`src/rtl/dma_chain_pkg.sv`:
```
package dma_chain_pkg;

  typedef enum logic [2:0] {
    SQ_IDLE, SQ_RUN, SQ_BEND, SQ_PARK, SQ_SFETCH, SQ_FIN
  } sq_state_t;

  typedef enum logic [1:0] {
    BC_END, BC_GO, BC_HOLD
  } blk_class_t;

  typedef struct packed {
    logic nxt_valid;
    logic list_src;
    logic list_dst;
    logic rld_src;
    logic rld_dst;
  } chain_mode_t;

  // reload wins; list chaining needs a pointer and a list side; else end
  function automatic blk_class_t classify(chain_mode_t m);
    if (m.rld_src || m.rld_dst)
      return BC_HOLD;
    else if (m.nxt_valid && (m.list_src || m.list_dst))
      return BC_GO;
    else
      return BC_END;
  endfunction

  function automatic logic fetch_on_end(chain_mode_t m);
    return m.list_src | m.list_dst;
  endfunction

  function automatic logic irq_armed(logic en, logic mask);
    return en & ~mask;
  endfunction

endpackage

```
`src/rtl/dma_mode_decode.sv`:
```
module dma_mode_decode
  import dma_chain_pkg::*;
(
  input  chain_mode_t mode,
  output blk_class_t  cls,
  output logic        want_fetch
);
  always_comb begin
    cls        = classify(mode);
    want_fetch = fetch_on_end(mode);
  end
endmodule

```
`src/rtl/dma_blk_irq.sv`:
```
module dma_blk_irq (
  input  logic clk,
  input  logic rst_n,
  input  logic set_ev,
  input  logic clr,
  output logic flag
);
  always_ff @(posedge clk or negedge rst_n) begin
    if (!rst_n)
      flag <= 1'b0;
    else if (set_ev)
      flag <= 1'b1;
    else if (clr)
      flag <= 1'b0;
  end
endmodule

```
`src/rtl/dma_chain_fsm.sv`:
```
module dma_chain_fsm
  import dma_chain_pkg::*;
(
  input  logic       clk,
  input  logic       rst_n,
  input  logic       chan_en,
  input  logic       blk_done,
  input  blk_class_t cls,
  input  logic       want_fetch,
  input  logic       park_ok,
  input  logic       irq_clr,
  output sq_state_t  state,
  output logic       blk_start,
  output logic       blk_accept
);
  sq_state_t nxt;
  logic      launch;

  assign blk_accept = (state == SQ_RUN) && blk_done;

  always_comb begin
    nxt    = state;
    launch = 1'b0;
    unique case (state)
      SQ_IDLE: if (chan_en) begin nxt = SQ_RUN; launch = 1'b1; end
      SQ_RUN:  if (blk_done) nxt = SQ_BEND;
      SQ_BEND: begin
        unique case (cls)
          BC_END:  nxt = want_fetch ? SQ_SFETCH : SQ_FIN;
          BC_GO:   begin nxt = SQ_RUN; launch = 1'b1; end
          BC_HOLD: begin
            if (park_ok && !irq_clr) nxt = SQ_PARK;
            else begin nxt = SQ_RUN; launch = 1'b1; end
          end
          default: nxt = SQ_FIN;
        endcase
      end
      SQ_PARK:   if (irq_clr) begin nxt = SQ_RUN; launch = 1'b1; end
      SQ_SFETCH: nxt = SQ_FIN;
      SQ_FIN:    nxt = SQ_IDLE;
      default:   nxt = SQ_IDLE;
    endcase
  end

  always_ff @(posedge clk or negedge rst_n) begin
    if (!rst_n) begin
      state     <= SQ_IDLE;
      blk_start <= 1'b0;
    end else begin
      state     <= nxt;
      blk_start <= launch;
    end
  end
endmodule

```
`src/rtl/dma_chain_seq.sv`:
```
module dma_chain_seq
  import dma_chain_pkg::*;
(
  input  logic clk,
  input  logic rst_n,
  input  logic chan_en,
  input  logic cfg_llp_valid,
  input  logic cfg_llp_src_en,
  input  logic cfg_llp_dst_en,
  input  logic cfg_reload_src,
  input  logic cfg_reload_dst,
  input  logic irq_en,
  input  logic irq_mask,
  input  logic irq_clr,
  input  logic blk_done,
  output logic blk_start,
  output logic blk_irq,
  output logic stat_fetch,
  output logic chan_active,
  output logic chan_done
);
  chain_mode_t mode;
  blk_class_t  cls;
  sq_state_t   w_state;
  logic        want_fetch;
  logic        park_ok;
  logic        w_blk_accept;
  logic        w_irq_set;
  logic        w_parked;

  assign mode = '{nxt_valid: cfg_llp_valid, list_src: cfg_llp_src_en,
                  list_dst: cfg_llp_dst_en, rld_src: cfg_reload_src,
                  rld_dst: cfg_reload_dst};
  assign park_ok   = irq_armed(irq_en, irq_mask);
  assign w_irq_set = w_blk_accept && park_ok;
  assign w_parked  = (w_state == SQ_PARK);

  dma_mode_decode u_dec (
    .mode       (mode),
    .cls        (cls),
    .want_fetch (want_fetch)
  );

  dma_chain_fsm u_fsm (
    .clk        (clk),
    .rst_n      (rst_n),
    .chan_en    (chan_en),
    .blk_done   (blk_done),
    .cls        (cls),
    .want_fetch (want_fetch),
    .park_ok    (park_ok),
    .irq_clr    (irq_clr),
    .state      (w_state),
    .blk_start  (blk_start),
    .blk_accept (w_blk_accept)
  );

  dma_blk_irq u_irq (
    .clk    (clk),
    .rst_n  (rst_n),
    .set_ev (w_irq_set),
    .clr    (irq_clr),
    .flag   (blk_irq)
  );

  assign stat_fetch  = (w_state == SQ_SFETCH);
  assign chan_done   = (w_state == SQ_FIN);
  assign chan_active = (w_state != SQ_IDLE);
endmodule

```
`config.mk`:
```
export PLATFORM = sky130hd
export DESIGN_NAME = dma_chain_seq
export DESIGN_NICKNAME = d
export VERILOG_FILES = /design/src/rtl/dma_chain_pkg.sv /design/src/rtl/dma_mode_decode.sv /design/src/rtl/dma_blk_irq.sv /design/src/rtl/dma_chain_fsm.sv /design/src/rtl/dma_chain_seq.sv
export SDC_FILE = /design/constraint.sdc
export NUM_CORES = 1
export LEC_CHECK = 0
export ABC_CLOCK_PERIOD_IN_PS = 1800
export BUFFER_PORTS_ARGS = -buffer_cell sky130_fd_sc_hd__buf_2
export CORE_AREA = 2 2 39 41
export CTS_CLUSTER_SIZE = 28
export DETAILED_ROUTE_END_ITERATION = 8
export DIE_AREA = 0 0 41 43
export GPL_TIMING_DRIVEN = 0
export HOLD_SLACK_MARGIN = 0.02
export PLACE_DENSITY_LB_ADDON = 0.3
export SYNTH_ARGS = -nofsm -noshare
export SYNTH_HDL_FRONTEND = slang
export SYNTH_HIERARCHICAL = 1
export SYNTH_SLANG_ARGS = --single-unit
```
`constraint.sdc`:
```
create_clock -name clk -period 1.8 [get_ports clk]
set_clock_uncertainty 0.05 [all_clocks]
set_input_delay 0.18 -clock clk [delete_from_list [all_inputs] [get_ports clk]]
set_output_delay 0.18 -clock clk [all_outputs]
set_load 0.01 [all_outputs]
```
# Word level (Yosys, flattened, before mapping)

Cells that the tools add are included.

Bits in registers: 5
Output and inout bits: 5
Logic and storage cells: 44
Bits of input ports: 12

Reductions and logical operators: 12
Equality and inequality tests: 10
Bitwise logic cells: 3
Mux-type cells: 16

Operator list:

| cell                                                            | count |
|---|---|
| 3-bit case mux with 5 select lines                              | 1 |
| 3-bit 2-to-1 mux                                                | 3 |
| 3-bit case mux with 3 select lines                              | 1 |
| 1-bit 2-to-1 mux                                                | 7 |
| 3-bit by 2-bit == test with 1-bit output, second input constant | 2 |
| 3-bit == test, second input constant                            | 2 |
| 2-bit inequality test, second input constant                    | 3 |
| 1-bit logical AND                                               | 4 |
| 2-bit 2-to-1 mux                                                | 2 |
| 3-bit by 1-bit == test with 1-bit output, second input constant | 1 |
| 3-bit logical NOT                                               | 1 |
| 1-bit case mux with 3 select lines                              | 1 |
| 3-bit AND reduction                                             | 1 |
| 3-bit nonzero test                                              | 1 |
| 2-bit by 1-bit == test with 1-bit output, second input constant | 1 |
| 2-bit == test, second input constant                            | 1 |
| 2-bit logical NOT                                               | 1 |
| 1-bit logical OR                                                | 2 |
| 1-bit case mux with 2 select lines                              | 1 |
| 2-bit nonzero test                                              | 1 |
| 1-bit bitwise AND                                               | 1 |
| 1-bit logical NOT                                               | 1 |
| 1-bit NOT                                                       | 1 |
| 1-bit OR                                                        | 1 |

# Logic depth before layout (Yosys ltp)

Word-level depth: 7
Mapped depth: 7
Mapped depth without buffers: 7

# Cells and area by module

Netlist, hierarchy kept.

Modules (own cells, without submodules):

| module          | instances | area each (µm²) | cells each | sequential area each (µm²) |
|---|---|---|---|---|
| dma_chain_fsm   | 1         | 329.1           | 35         | 100.1 |
| dma_chain_seq   | 1         | 38.8            | 5          | 0.0 |
| dma_blk_irq     | 1         | 36.3            | 3          | 25.0 |
| dma_mode_decode | 1         | 20.0            | 4          | 0.0 |

# Worst setup path before layout

OpenSTA, ideal clock, no wires.

Path type: input -> register
Start point: input port cfg_llp_dst_en
End point: register u_fsm.state[1]
Stages on the path: 6
Arrival: 1.360 ns
Data required time: 1.639 ns
Slack: 0.279 ns
Buffers on the path: 0
Library setup time: 0.111 ns
Cell sequence: or2_1 > and3_1 > ha_1 > and2b_1 > a31oi_1 > a2111oi_2

Cells in the longest elaborated chain, start to end: 7
Elaborated cells on any way between the ends: 9
Classes of those cells: 2 x eq/ne; 4 x mux; 3 x reduce/logical

Ends and longest elaborated chain:

| what                                   | line                | RTL |
|---|---|---|
| start: declaration                     | dma_chain_seq.sv:9  | `input logic cfg_llp_dst_en,` |
| 1-bit logical OR (*)                   | dma_chain_pkg.sv:23 | `else if (m.nxt_valid && (m.list_src \|\| m.list_dst))` |
| 1-bit logical AND (*)                  | dma_chain_pkg.sv:23 |  |
| 1-bit 2-to-1 mux (*)                   | dma_chain_pkg.sv:23 |  |
| 2-bit 2-to-1 mux (*)                   | dma_chain_pkg.sv:21 | `if (m.rld_src \|\| m.rld_dst)` |
| named net cls[0]                       | dma_chain_seq.sv:23 | `blk_class_t cls;` |
| 2-bit == test (tied with other cells)  | dma_chain_fsm.sv:28 | `unique case (cls)` |
| 3-bit case mux with 3 select lines (*) | dma_chain_fsm.sv:28 |  |
| 3-bit case mux with 5 select lines (*) | dma_chain_fsm.sv:24 | `unique case (state)` |
| end signal: assignment                 | dma_chain_fsm.sv:50 | `state <= nxt;` |
| end: declaration                       | dma_chain_fsm.sv:12 | `output sq_state_t state,` |

The timed path passes the listed nets; every way through them passes the cells marked *.
A chain may end at the register's enable or synchronous reset.

# Final worst setup path

Same ends and word-level chain as after synthesis.

==> summary.md <==
In this run, distinct cell masters in the synthesized netlist total 28. In the final layout, the share of cells above drive strength 1 is 33.82%. TritonCTS built the clock tree.

For the number of antenna violations at the first check in global routing, the log shows 0. The type of element capturing the critical path is a flip-flop. The total negative slack was 0 ns. The run gives 125.1 µm² as the total area of sequential cells. Count of nets after finishing: 85.

The number of hold violations in the final report came out at 0. The combinational share of power came out at 50.1%. The power spent charging and discharging nets was 0.2307 mW. The run gives 1 as the maximum level of the CTS H-tree. Detailed placement ended at an HPWL of 640.8 µm. Summing all multi-input logic gate instances after layout gives 265.3 µm². Counting every instance in the synthesized netlist gives 47.

For the max-slew violation count, the log shows 0. The run gives 2 as the number of buffers on the longest clock path. The run finished with clean final reports. The total number of yosys warnings is 6. Each instance of the synthesized netlist takes up on average 9.025 µm².

From synthesis to final layout, the design area changed by 32.15%. For this design the top-level I/O count stands at 17. Type of the worst setup path: in2reg. The number of buffers added on ports was 16; the total overflow reported by the global router was 0.

In this run, synthesis inferred 0 flip-flops with an integrated enable. The slew at the pin with the worst max-slew slack is 0.2996 ns, and the worst slew slack as a fraction of its limit is 80.02%. The die width was 41 µm. Summed over all cells, the static leakage comes to 0.2966 nW. Counting flops and latches in the post-synthesis netlist gives 5.

The tools report the smallest setup slack after layout as 0.3427 ns. Once the floorplan was initialized, standard cells occupied 30.65% of the core. Fill cells in the final layout number 152. STA puts the critical path data required time at 1.88 ns. In this run the cell area of the synthesized design comes to 424.2 µm². The routed design could run at a clock period as short as 1.457 ns.

The floorplan has 14 rows. The count of hold-fix buffers inserted at cts is 1. The total internal power was 0.4046 mW. The first global-routing pass estimated 1.324 mm of wire.

Entering global routing, the biggest net connects 12 pins. The tools report the number of DRC violations after detailed-routing iteration 0 as 0. The worst setup path is launched from a primary input. The path class of the tightest hold or removal check is in2reg.

The post-CTS setup-driven buffer insertion count was 0. The max-cap violation count is 0, and the share of the yosys chip area belonging to registers is 29.50%. The clock network latency to the later pin of the worst-skew pair is 0.24 ns, and the portion of total power attributed to sequential cells is 29.6%. Using the TritonRoute via totals, the vias-per-cell ratio works out to 4.595. Gates resized during post-CTS repair numbered 0. The clock root buffer is clkbuf_4. The repair_antennas step left the layout with diodes totalling 0. Setup repair after global routing left no endpoint under its margin.

Routability-driven placement finished with a final weighted congestion of 0.6871. The number of remaining DRC errors was 0; the worst path arrival time was 1.53 ns. The run gives 1 as the number of search-and-repair iterations in the first detailed-routing pass. Before CTS, the worst setup slack after placement is 0.07642 ns. Ranked by instance count, the synthesized netlist is headed by dfrtp_1 (5), nor2_1 (5), ha_1 (4), inv_1 (4), nor2b_1 (4).

The clock transition at the registers of the reported paths is 0.04 ns. The core region is 1384 µm². Of all nets on the critical path, the largest fanout is 3. The most frequently used flop master after synthesis was dfrtp_1. Dividing total power by cell area gives a power density of 1133 nW/µm². For the number of failing setup endpoints in the final timing report, the log shows 0.

After synthesis, the largest area contributor takes up 29.50% of total cell area. Post-detailed-route wirelength per cell: 9.143 µm. The die outline height came out at 43 µm.

Yosys attributes the largest share of cell area to dfrtp_1 (29%), ha_1 (12%), nor2b_1 (5.9%), nor2_1 (4.4%), a2111oi_2 (3.5%). The relative contribution of the clock network to total power is 20.3%, and the remaining antenna violation count after routing is 0. For the final routed wirelength across all metal layers, the log shows 768 µm. In this run, CTS created clock tree buffers numbering 3.

The share of synthesized registers carrying an async set or reset works out to 100.0%. The run gives 63 as the synthesized net count. Net switching is 36.32% of the power. Static timing analysis puts the maximum clock frequency at 686.2 MHz. Counting every sink on the clock net gives 5. Across every metal layer, demand over resource in global routing totals 11.74%.

dfrtp_1 takes more of the synthesized area than any other cell. The die covers 1763 µm². The period utilization is 80.96%, and the peak ir drop on the vdd network is 0.0002687 V.

The vias after detailed routing was 386; the via count of the first global-routing pass was 346.
[layer usage]
layer	global-route usage [%]	vias to the layer above	share of wire, %
met5	0	-	0
met4	14.00	0	2.1
met3	1.571	2	7.8
met2	17.50	12	50
met1	11.86	166	40
li1	-	206	-
[final timing paths]
| check | start | end | slack [ns] | cells after the start |
|---|---|---|---|---|
| worst max-delay path | cfg_llp_dst_en | u_fsm/state[1] | 0.34 | 7 |
| worst min-delay path | irq_clr | u_fsm/state[1] | 0.13 | 2 |
| worst max register to register | u_fsm/state[1] | u_fsm/state[1] | 0.52 | 4 |
| worst min register to register | u_irq/flag | u_irq/flag | 0.42 | 1 |
| max in group asynchronous | rst_n | u_fsm/state[1] | 1.34 | 2 |
| min in group asynchronous | rst_n | u_fsm/blk_start | 0.23 | 2 |
[cell usage in the layout, fill, tap and decap left out]
master,netlist,routed
buf_2,0,16
dlygate4sd3_1,0,1
o21ai_0,1,1
or2_1,1,1
a31oi_1,1,1
nor3_1,2,2
nor2b_1,4,4
a21boi_0,1,1
nor2_1,5,5
a22oi_1,1,1
and2b_1,1,1
dfrtp_1,5,5
nand2b_1,1,1
and3b_2,1,1
o21bai_1,1,1
and3b_1,1,1
inv_1,4,4
a2111oi_2,1,1
clkbuf_4,0,3
nand4bb_1,1,1
o32ai_1,1,1
or3_1,1,1
ha_1,4,4
clkbuf_1,0,1
mux2i_1,1,1
buf_4,1,1
a21o_1,1,1
a21oi_1,1,1
buf_6,1,1
and3_1,1,1
nor3b_1,2,2
nand2_1,1,1
[metrics by stage]
stage / cell area, µm² / utilization [%] / total power, mW / instances / hold WS [ns]
CTS: 560.5 / 40.51 / 0.6498 / 84 / 0.1216
floorplan: 424.2 / - / 0.4262 / 47 / -0.1656
global placement: 524.3 / 37.88 / 0.5109 / 79 / -0.05397
detailed placement: 524.3 / 37.88 / 0.5110 / 79 / -0.04929
finish: 560.5 / 40.51 / 0.6353 / 84 / 0.1274
global route: 560.5 / 40.51 / 0.7014 / 84 / 0.1444
[registers in the layout, indices dropped and copies added, names as in the netlist]
| signal | cells |
|---|---|
| u_fsm/blk_start | 1 |
| u_irq/flag | 1 |
| u_fsm/state | 3 |
[cell type report]
cell class              instances  area share, %
inverters                       4          2.679
plain buffers                   2          3.348
well taps                      16          3.571
clock buffers                   4          4.687
flip-flops and latches          5          22.32
repair buffers                 17          16.07
multi-input cells              36          47.32
[logic make-up after synthesis]
kind of cell    after synthesis  synth area share, %
buf+inv                       6                7.964
flops                         5                29.50
fa+ha+maj                     4                11.80
simple gates                 22                31.86
mux                           1                2.360
compound gates                9                16.52
[worst max-delay path: stages]
cell	delay, ns
buf_2	0.09
or2_1	0.22
and3_1	0.20
ha_1	0.19
and2b_1	0.20
a31oi_1	0.10
a2111oi_2	0.34
[power by group through the flow]
stage	combinational [mW]	sequential, mW	clock, mW
2_1_floorplan	0.235	0.192	0
3_3_place_gp	0.321	0.190	0
3_5_place_dp	0.320	0.191	0
4_1_cts	0.324	0.189	0.137
5_1_grt	0.364	0.196	0.142
6_report	0.318	0.188	0.129
Power figures use the tool's default switching activity.
